[src/rtl/fq_pkg.sv]
package fq_pkg;

    typedef enum logic [1:0] {
        FQ_IDLE = 2'd0,
        FQ_QUAL = 2'd1,
        FQ_PROT = 2'd2
    } fq_state_t;

    typedef struct packed {
        logic qual_clr;
        logic qual_inc;
        logic hold_clr;
        logic hold_inc;
    } fq_ctrl_t;

    function automatic int fq_max(input int a, input int b);
        return (a > b) ? a : b;
    endfunction

    function automatic int fq_width(input int v);
        return (v < 2) ? 1 : $clog2(v + 1);
    endfunction

endpackage

[src/rtl/fq_sync.sv]
module fq_sync #(
    parameter int STAGES = 2
) (
    input  logic clk,
    input  logic rst,
    input  logic d,
    output logic q
);
    logic [STAGES-1:0] chain;

    always_ff @(posedge clk) begin
        if (rst) chain <= '0;
        else     chain <= {chain[STAGES-2:0], d};
    end

    assign q = chain[STAGES-1];
endmodule

[src/rtl/fq_tick_counter.sv]
module fq_tick_counter #(
    parameter int W = 5
) (
    input  logic         clk,
    input  logic         rst,
    input  logic         clr,
    input  logic         inc,
    output logic [W-1:0] cnt
);
    always_ff @(posedge clk) begin
        if (rst || clr)            cnt <= '0;
        else if (inc && cnt != '1) cnt <= cnt + 1'b1;
    end
endmodule

[src/rtl/fq_fsm.sv]
module fq_fsm
    import fq_pkg::*;
#(
    parameter int GLITCH_TICKS = 1,
    parameter int ASSERT_TICKS = 20,
    parameter int HOLD_TICKS   = 30,
    parameter int CNT_W        = 5
) (
    input  logic             clk,
    input  logic             rst,
    input  logic             tick,
    input  logic             fault_s,
    input  logic [CNT_W-1:0] qual_cnt,
    input  logic [CNT_W-1:0] hold_cnt,
    output fq_ctrl_t         ctrl,
    output logic             protect,
    output logic             qualifying
);
    localparam logic [CNT_W-1:0] QUAL_LAST  = CNT_W'(ASSERT_TICKS);
    localparam logic [CNT_W-1:0] HOLD_LAST  = CNT_W'(HOLD_TICKS - 1);
    localparam logic [CNT_W-1:0] GLITCH_MIN = CNT_W'(GLITCH_TICKS);

    fq_state_t state, state_nx;

    always_comb begin
        state_nx = state;
        unique case (state)
            FQ_IDLE: if (fault_s) state_nx = FQ_QUAL;
            FQ_QUAL: begin
                if (!fault_s)                      state_nx = FQ_IDLE;
                else if (tick && qual_cnt == QUAL_LAST) state_nx = FQ_PROT;
            end
            FQ_PROT: if (!fault_s && tick && hold_cnt == HOLD_LAST) state_nx = FQ_IDLE;
            default: state_nx = FQ_IDLE;
        endcase
    end

    always_ff @(posedge clk) begin
        if (rst) state <= FQ_IDLE;
        else     state <= state_nx;
    end

    always_comb begin
        ctrl.qual_clr = (state != FQ_QUAL) || !fault_s;
        ctrl.qual_inc = (state == FQ_QUAL) && fault_s && tick;
        ctrl.hold_clr = (state != FQ_PROT) || fault_s;
        ctrl.hold_inc = (state == FQ_PROT) && !fault_s && tick;
    end

    assign protect    = (state == FQ_PROT);
    assign qualifying = (state == FQ_QUAL) && (qual_cnt >= GLITCH_MIN);
endmodule

[src/rtl/fault_qual_filter.sv]
module fault_qual_filter
    import fq_pkg::*;
#(
    parameter int GLITCH_TICKS = 1,
    parameter int ASSERT_TICKS = 20,
    parameter int HOLD_TICKS   = 30,
    parameter int SYNC_STAGES  = 2
) (
    input  logic clk,
    input  logic rst,
    input  logic tick,
    input  logic fault_in,
    output logic protect,
    output logic qualifying
);
    localparam int CNT_W = fq_width(fq_max(ASSERT_TICKS, HOLD_TICKS));

    logic             fault_s;
    logic [CNT_W-1:0] qual_cnt;
    logic [CNT_W-1:0] hold_cnt;
    fq_ctrl_t         ctrl;

    fq_sync #(.STAGES(SYNC_STAGES)) u_sync (
        .clk(clk), .rst(rst), .d(fault_in), .q(fault_s)
    );

    fq_tick_counter #(.W(CNT_W)) u_qual_cnt (
        .clk(clk), .rst(rst), .clr(ctrl.qual_clr), .inc(ctrl.qual_inc), .cnt(qual_cnt)
    );

    fq_tick_counter #(.W(CNT_W)) u_hold_cnt (
        .clk(clk), .rst(rst), .clr(ctrl.hold_clr), .inc(ctrl.hold_inc), .cnt(hold_cnt)
    );

    fq_fsm #(
        .GLITCH_TICKS(GLITCH_TICKS), .ASSERT_TICKS(ASSERT_TICKS),
        .HOLD_TICKS(HOLD_TICKS), .CNT_W(CNT_W)
    ) u_fsm (
        .clk(clk), .rst(rst), .tick(tick), .fault_s(fault_s),
        .qual_cnt(qual_cnt), .hold_cnt(hold_cnt), .ctrl(ctrl),
        .protect(protect), .qualifying(qualifying)
    );
endmodule

[config.mk]
export PLATFORM = sky130hd
export DESIGN_NAME = fault_qual_filter
export DESIGN_NICKNAME = d
export VERILOG_FILES = /design/src/rtl/fq_pkg.sv /design/src/rtl/fq_sync.sv /design/src/rtl/fq_tick_counter.sv /design/src/rtl/fq_fsm.sv /design/src/rtl/fault_qual_filter.sv
export SDC_FILE = /design/constraint.sdc
export NUM_CORES = 1
export LEC_CHECK = 0
export ABC_CLOCK_PERIOD_IN_PS = 1900
export BUFFER_PORTS_ARGS = -buffer_cell sky130_fd_sc_hd__buf_2
export CAP_MARGIN = 40
export CELL_PAD_IN_SITES_DETAIL_PLACEMENT = 0
export CELL_PAD_IN_SITES_GLOBAL_PLACEMENT = 1
export CORE_MARGIN = 5
export CORE_UTILIZATION = 43
export DETAILED_ROUTE_END_ITERATION = 12
export PLACE_DENSITY_LB_ADDON = 0.1
export SLEW_MARGIN = 20
export SYNTH_ARGS = -nofsm -noshare
export SYNTH_HDL_FRONTEND = slang
export SYNTH_SLANG_ARGS = --single-unit
[constraint.sdc]
create_clock -name clk -period 1.9 [get_ports clk]
set_input_delay 0.285 -clock clk [delete_from_list [all_inputs] [get_ports clk]]
set_output_delay 0.285 -clock clk [all_outputs]
set_load 0.02 [all_outputs]
== Word-level counts from Yosys, hierarchy flattened ==
Index checks and enable logic that the tools add are counted.
Widths: inputs -> output; s select.
Cells by class
  reductions and logical operators: 17
  muxes and demuxes: 5
  $add $sub $neg: 2
  order comparisons: 1
  equality and inequality tests: 11
Operators with widths (number)
  $add 5x1->5 const B: 2
  $eq 5x5->1 const B: 2
  $logic_and 1x1->1: 10
  $ne 5x5->1 const B: 2
  $mux 2: 4
  $pmux 2 s3: 1
  $ge 5x1->1 const B: 1
  $logic_or 1x1->1: 4
  $ne 2x1->1 const B: 2
  $ne 2x2->1 const B: 2
  $ne 3x2->1 const B: 1
  $reduce_and 3->1: 1
  $eq 2x1->1 const B: 1
  $eq 2x2->1 const B: 1
  $logic_not 2->1: 1
  $logic_not 1->1: 1
Storage, ports and cells
  input bits: 4
  flip-flop bits (word level): 14

== Logic depth before layout (Yosys ltp) ==
Gate-level depths: netlist of run 1.
  depth in word-level cells: 5
  gate-level depth with buffers: 6

== Cells and area by module ==
A second synthesis of run 1 with hierarchy kept.
Second synthesis, totals
  cells, all modules: 75
  area, all modules: 676.9 µm²
Modules (own cells, without submodules)
  fq_tick_counter: cells each 26, seq. area each 100.1 µm², times used 2, area an instance 239.0 µm²
  fq_fsm: cells each 19, seq. area each 40.0 µm², times used 1, area an instance 146.4 µm²
  fq_sync: cells each 4, seq. area each 40.0 µm², times used 1, area an instance 52.6 µm²

== Worst setup path before layout of run 1 ==
OpenSTA, ideal clock, no wires.
  kind: flip-flop to flip-flop
  start: reg u_qual_cnt.cnt[0]
  end: reg u_qual_cnt.cnt[3]
  cell stages (with the launch flop): 7
  setup time: 70 ps
  data arrival time: 1597 ps
  data required time: 1830 ps
  setup slack: 233 ps
  cells stage by stage: dfxtp_1 -> ha_1 -> and3_1 -> ha_1 -> nand4bb_1 -> or3_1 -> a21oi_1
Between the ends
  word-level cells in the longest chain between the ends: 2
  elaborated cells on any way between the ends: 3
  classes of those cells: 1 x add/sub; 1 x eq/ne; 1 x reduce/logical
Ends and longest elaborated chain
  from (decl): line fq_tick_counter.sv:8  | output logic [W-1:0] cnt
  from (signal assigned): line fq_tick_counter.sv:12  | else if (inc && cnt != '1) cnt <= cnt + 1'b1;
  branches (longest 2 deep; another with $add 5x1->5)
Parallel ways; which one is timed is not known.
A chain may end at the register's enable or synchronous reset.

== Final worst setup path of run 1 ==
  start: reg u_qual_cnt.cnt[1]
  end: reg u_qual_cnt.cnt[3]
The elaborated chain is that of the path after synthesis.

==> run summary, run 1 <==
pin count of the biggest net entering global routing - 10
final WL - 1.51 mm
crit-path cells - ha_1 > and3_1 > ha_1 > nand4bb_1 > or3_1 > a21oi_1
# H-tree levels - 1
number of antenna diodes - 0
multi-input logic area - 485 um^2
Setup Crit Path Kind - flip-flop to flip-flop
hold_sp - fault_in
fmax - 0.569 GHz
Final HPWL DP - 1.15 mm
vias - 620
num ports - 6
Max Root-Sink Buffers - 2
worst skew pair latency - 0.27 ns
Crit path max-delay family - simple AND/OR/NAND/NOR gates
filler cell count - 169
Routed WL per cell - 12.6 um
TritonCTS Buffers - 3
Setup-failing EPs final - 0
WL met3 - 54 um
drt initial violations - 22
Site Rows - 15
synthesis-to-layout area growth - 10.3%
clk root buf - clkbuf_4
synthesized area per cell - 9.07 um^2
core region area - 1750 um^2
area of the die - 2790 um^2
Top Metal Used - met4
metal1 wirelength - 807 um
Register Area - 280 um^2
maximum VDD drop - 0.314 mV
final period utilization - 0.925
Crit Path Max Fanout - 5
r2r endpoint - u_qual_cnt.cnt[3]
initial core utilization - 0.452
critical path's largest stage delay - 0.37 ns
Synth Register Bits - 14
clock slew at reported path FFs - 0.08 ns
input/output buffers - 5
WL met2 - 629 um
CP endpoint kind - flip-flop
flop-to-flop setup slack - 0.14 ns
Syn Nets - 98
# hold bufs at CTS - 0
Least-Margin Pin Slew - 0.385 ns
Post-DRT Antenna Nets - 0
TritonCTS clock tree - yes
Max-slew headroom - 0.743
final slew viol count - 0
setup TNS - 0 ns
Ys Warns - 0
drt drc - 0
CP arrival - 1.96 ns
Post-Syn Area - 790 um^2
Min-Delay Path Class - input port to flip-flop
GRT overflow - 0
DRT Pass-1 Iters - 4
Max Cap Viol - 0
Hold Path Depth - 2
RSZ-0062 raised after global routing - no
hold endpoint - u_sync.chain[0]
clk sinks - 14
first-pass GRT wire length - 2.57 mm
CP Buf/Inv Count - 0
Resized Gates After CTS - 0
Tmin final - 1.76 ns
Pleak - 0.348 nW
most frequent CP cell - ha_1
Yosys cell types - 26
die width - 52.9 um
Clock Skews - 0.00227 ns
Fin Hold WS - 0.237 ns
power per cell area - 553 nW/um^2
share of cells above drive strength 1 - 0.137
Worst Setup Start Kind - flip-flop
Post-Syn Instances - 87
Critical Path Slowest Stage Cell - or3_1
final-report hold violation count - 0
Setup Fix Bufs, Post-CTS - 0
R2R Path Start - u_qual_cnt.cnt[1]
antenna violations before repair - 0
Vert. Die Dim - 52.9 um
Global Route Usage Sum - 0.126
CP required - 2.10 ns
routability cong. - 0.853
Layout Nets - 108
R2R depth - 6
post-synthesis sequential area ratio - 0.355
vias per inst - 5.17
status - finished, final reports clean
vias in the first global route - 593
worst max-delay path by stage:
stage	from	endpoint	cells past startpoint	slack [ns]
after global placement	u_qual_cnt.cnt[1]	u_qual_cnt.cnt[3]	6	0.16
final	u_qual_cnt.cnt[1]	u_qual_cnt.cnt[3]	6	0.14
after CTS	u_qual_cnt.cnt[1]	u_qual_cnt.cnt[3]	6	0.15
after floorplan	u_qual_cnt.cnt[0]	u_qual_cnt.cnt[3]	6	0.23
after detailed placement	u_qual_cnt.cnt[1]	u_qual_cnt.cnt[3]	6	0.17
after global routing	u_qual_cnt.cnt[1]	u_qual_cnt.cnt[3]	6	0.05
metal layers:
layer  global-route usage  vias to the layer above
li1                     -                      331
met4               0.0511                        0
met1                0.183                      275
met2                0.178                       12
met5                    0                        -
met3               0.0254                        2
kinds of logic after synthesis:
group / Yosys count / synth area share
compound gates: 10 / 0.0729
xor+xnor: 2 / 0.0222
fa+ha+maj: 7 / 0.111
buf+inv: 6 / 0.0301
flops: 14 / 0.355
mux: 3 / 0.0380
simple gates: 45 / 0.371
cells in the mapped netlist:
cell | instances | share of area
xnor2_1 | 2 | 0.022
inv_1 | 5 | 0.024
ha_1 | 7 | 0.11
nand3b_1 | 1 | 0.0095
or3_1 | 2 | 0.016
nor3b_4 | 1 | 0.024
buf_2 | 1 | 0.0063
nand2_1 | 9 | 0.043
nor2b_1 | 5 | 0.040
o21ai_0 | 3 | 0.019
or4b_1 | 1 | 0.013
nor2_1 | 4 | 0.019
nand3_1 | 4 | 0.025
nor4_1 | 3 | 0.024
and4bb_2 | 2 | 0.032
and3_1 | 4 | 0.032
o21a_1 | 2 | 0.019
mux2i_1 | 3 | 0.038
nor4b_2 | 1 | 0.019
nand2b_1 | 3 | 0.024
nand4bb_1 | 1 | 0.014
dfxtp_1 | 14 | 0.35
nand4b_1 | 2 | 0.022
a21oi_1 | 4 | 0.025
nand4_1 | 2 | 0.016
a211oi_1 | 1 | 0.0095
cells in the final DEF, fill, tap and decap left out, types with 4 or more instances in the layout:
| master | n |
|---|---|
| nor2_1 | 4 |
| inv_1 | 5 |
| a21oi_1 | 4 |
| and3_1 | 4 |
| buf_2 | 5 |
| dfxtp_1 | 14 |
| nand2_1 | 9 |
| ha_1 | 7 |
| nor2b_1 | 5 |
| nand3_1 | 4 |
flip-flops by register name, indices dropped and copies added, names as in the netlist:
signal	flops
u_hold_cnt.cnt	5
u_sync.chain	2
u_fsm.state	2
u_qual_cnt.cnt	5
power by group:
group / internal [mW] / switching, mW / total, mW
registers: 0.296 / 0.00440 / 0.300
clock network: 0.0732 / 0.0893 / 0.162
logic: 0.00786 / 0.0111 / 0.0189
total: 0.377 / 0.105 / 0.481
cell type report:
| class | instances | area share |
|---|---|---|
| clock buffer | 3 | 0.0259 |
| inverter | 5 | 0.0216 |
| tap | 25 | 0.0359 |
| timing repair buffer | 6 | 0.0374 |
| multi-input combinational | 67 | 0.557 |
| sequential | 14 | 0.322 |
stage by stage:
| step | utilization | instance area (um^2) | worst slack [ns] | cells | total power, mW |
|---|---|---|---|---|---|
| 6_report | 0.499 | 871 | 0.142 | 120 | 0.481 |
| 5_1_grt | 0.499 | 871 | 0.0490 | 120 | 0.507 |
| 4_1_cts | 0.499 | 871 | 0.145 | 120 | 0.493 |
| 3_5_place_dp | 0.486 | 848 | 0.170 | 117 | 0.326 |
| 3_3_place_gp | 0.486 | 848 | 0.161 | 117 | 0.326 |
| 2_1_floorplan | - | 790 | 0.233 | 87 | 0.317 |
No activity file was read; power rests on OpenSTA's default activity.
==> run 2: changes to the inputs <==
Settings changed: CORE_UTILIZATION 43 to 42, SYNTH_HIERARCHICAL from default to 1.
==> run summary, run 2 <==
pin count of the biggest net entering global routing - 9 (was 10)
Setup Crit Path Kind - flip-flop to flip-flop (unchanged)
crit-path cells - ha_1 > and3_1 > ha_1 > nand2b_4 > or3_1 > a21oi_1 (was ha_1 > and3_1 > ha_1 > nand4bb_1 > or3_1 > a21oi_1)
Yosys cell types - 26 (unchanged)
Global Route Usage Sum - 0.111 (was 0.126)
vias per inst - 5.33 (was 5.17)
vias - 533 (was 620)
# H-tree levels - 1 (unchanged)
final period utilization - 0.879 (was 0.925)
Synth Register Bits - 14 (unchanged)
Pleak - 0.280 nW (was 0.348 nW)
Max-slew headroom - 0.805 (was 0.743)
setup TNS - 0 ns (unchanged)
Ys Warns - 6 (was 0)
Resized Gates After CTS - 0 (unchanged)
synthesized area per cell - 9.03 um^2 (was 9.07 um^2)
final-report hold violation count - 0 (unchanged)
drt drc - 0 (unchanged)
Tmin final - 1.67 ns (was 1.76 ns)
input/output buffers - 5 (unchanged)
TritonCTS Buffers - 3 (unchanged)
post-synthesis sequential area ratio - 0.414 (was 0.355)
Site Rows - 14 (was 15)
Vert. Die Dim - 50.1 um (was 52.9 um)
Clock Skews - 0.00210 ns (was 0.00227 ns)
DRT Pass-1 Iters - 4 (unchanged)
Final HPWL DP - 925 um (was 1.15 mm)
drt initial violations - 11 (was 22)
top flop regs - u_hold_cnt/cnt: 5 flops, u_qual_cnt/cnt: 5 flops (was u_hold_cnt.cnt: 5 flops, u_qual_cnt.cnt: 5 flops)
Setup Fix Bufs, Post-CTS - 0 (unchanged)
clock slew at reported path FFs - 0.09 ns (was 0.08 ns)
power per cell area - 686 nW/um^2 (was 553 nW/um^2)
num ports - 6 (unchanged)
Crit Path Max Fanout - 4 (was 5)
Post-DRT Antenna Nets - 0 (unchanged)
Min-Delay Path Class - input port to flip-flop (unchanged)
Combinational Power Share - 0.019 (was 0.039)
most instantiated library cell after synthesis - dfxtp_1 (unchanged)
commonest non-fill, non-tap cell in the layout - dfxtp_1 (unchanged)
internal power - 417 uW (was 377 uW)
Critical Path Slowest Stage Cell - dfxtp_1 (was or3_1)
CP endpoint kind - flip-flop (unchanged)
Routed WL per cell - 12.5 um (was 12.6 um)
die width - 50.1 um (was 52.9 um)
Top FF cell, synth - dfxtp_1 (unchanged)
Yosys top cell area share - 0.414 (was 0.355)
fmax - 0.599 GHz (was 0.569 GHz)
critical path's largest stage delay - 0.36 ns (was 0.37 ns)
post-layout util - 0.498 (was 0.499)
EDFF count, synth - 0 (unchanged)
# hold bufs at CTS - 0 (unchanged)
clk root buf - clkbuf_4 (unchanged)
Flop pwr share - 0.571 (was 0.623)
most frequent CP cell - ha_1 (unchanged)
Least-Margin Pin Slew - 0.292 ns (was 0.385 ns)
TritonCTS clock tree - yes (unchanged)
Sw Share - 0.198 (was 0.218)
worst skew pair latency - 0.27 ns (about the same)
area of the die - 2510 um^2 (was 2790 um^2)
largest cells by area after synthesis - dfxtp_1, ha_1, a21oi_1, nand2_1, nand2b_4 (was dfxtp_1, ha_1, nand2_1, nor2b_1, mux2i_1)
final slew viol count - 0 (unchanged)
Max Cap Viol - 0 (unchanged)
Layout Nets - 93 (was 108)
final WL - 1.25 mm (was 1.51 mm)
clock power share - 0.410 (was 0.337)
number of antenna diodes - 0 (unchanged)
core region area - 1520 um^2 (was 1750 um^2)
Post-Syn Area - 677 um^2 (was 790 um^2)
first-pass GRT wire length - 2.17 mm (was 2.57 mm)
synthesis-to-layout area growth - 12.0% (was 10.3%)
Setup-failing EPs final - 0 (unchanged)
Syn Nets - 83 (was 98)
CP required - 2.11 ns (was 2.10 ns)
Synth top cells by count - dfxtp_1, nand2_1, nor2_1, a21oi_1, ha_1 (was dfxtp_1, nand2_1, ha_1, inv_1, nor2b_1)
Psw - 103 uW (was 105 uW)
Max Root-Sink Buffers - 2 (unchanged)
GRT overflow - 0 (unchanged)
cell taking the most area after synthesis - dfxtp_1 (unchanged)
vias in the first global route - 516 (was 593)
clk sinks - 14 (unchanged)
RSZ-0062 raised after global routing - no (unchanged)
initial core utilization - 0.444 (was 0.452)
Post-synth ARST share - 0 (unchanged)
antenna violations before repair - 0 (unchanged)
Worst Setup Start Kind - flip-flop (unchanged)
CP arrival - 1.88 ns (was 1.96 ns)
maximum VDD drop - 0.341 mV (was 0.314 mV)
Post-Syn Instances - 75 (was 87)
share of cells above drive strength 1 - 0.190 (was 0.137)
status - finished, final reports clean (unchanged)
routability cong. - 0.802 (was 0.853)
most frequent cells in the layout - dfxtp_1, nand2_1, nor2_1 (was dfxtp_1, nand2_1, ha_1)
[run 2: cell count changes in the layout (fill, tap and decap cells not counted), sizes merged, moves of 3 or more]
cell,delta
nor2b,-3
mux2i,-3
nor2,+3
ha,-3
and2b,+3
inv,-3
[run 2: metal layers]
metal  routed length [um]  global-route usage  share of wire  vias to the layer above
met5                    0                   0              0                        -
met4                    0              0.0393              0                        0
met3                   48              0.0385          0.038                        0
met2                  532               0.153           0.43                        5
met1                  667               0.158           0.53                      250
li1                     -                   -              -                      278
[run 2: power groups by stage]
stage	sequential, mW	combinational (mW)	clock [mW]
after CTS	0.297	0.0101	0.225
after global routing	0.298	0.0110	0.251
after detailed placement	0.304	0.00997	0
after floorplan	0.303	0.00450	0
final	0.297	0.00995	0.213
after global placement	0.304	0.00980	0
[run 2: final timing paths]
check	depth (start not counted)	to	slack, ns	start
max	6	u_qual_cnt/cnt[3]	0.23	u_qual_cnt/cnt[0]
min	2	u_sync/chain[0]	0.22	fault_in
max reg2reg	6	u_qual_cnt/cnt[3]	0.23	u_qual_cnt/cnt[0]
min reg2reg	1	u_sync/chain[1]	0.45	u_sync/chain[0]
[run 2: logic make-up after synthesis]
kind of cell,after synthesis,synth area share
XOR/XNOR,4,0.0518
AO/OA/AOI/OAI,11,0.0943
flip-flops,14,0.414
AND/OR/NAND/NOR,40,0.355
adder cells (fa/ha/maj),4,0.0739
buffers and inverters,2,0.0111
[run 2: worst max-delay path: cells and delay by family (launching register included)]
family / cells / cell delay, ns
AND/OR/NAND/NOR: 3 / 0.69
adder cells (fa/ha/maj): 2 / 0.42
flip-flops: 1 / 0.36
AO/OA/AOI/OAI: 1 / 0.13
[run 2: cell type report]
type	count	area (um^2)
flip-flops and latches	14	280
well taps	16	20.0
multi-input cells	59	389
inverters	2	7.51
repair buffers	5	25.0
fillers	163	766
clock buffers	4	36.3
[run 2: metrics by stage]
stage	hold slack [ns]	power (mW)	worst slack [ns]	instances	cell area [um^2]
2_1_floorplan	0.357	0.308	0.345	75	677
3_3_place_gp	0.434	0.314	0.278	96	722
3_5_place_dp	0.438	0.314	0.264	96	722
4_1_cts	0.214	0.532	0.236	100	758
5_1_grt	0.208	0.560	0.127	100	758
6_report	0.223	0.520	0.230	100	758
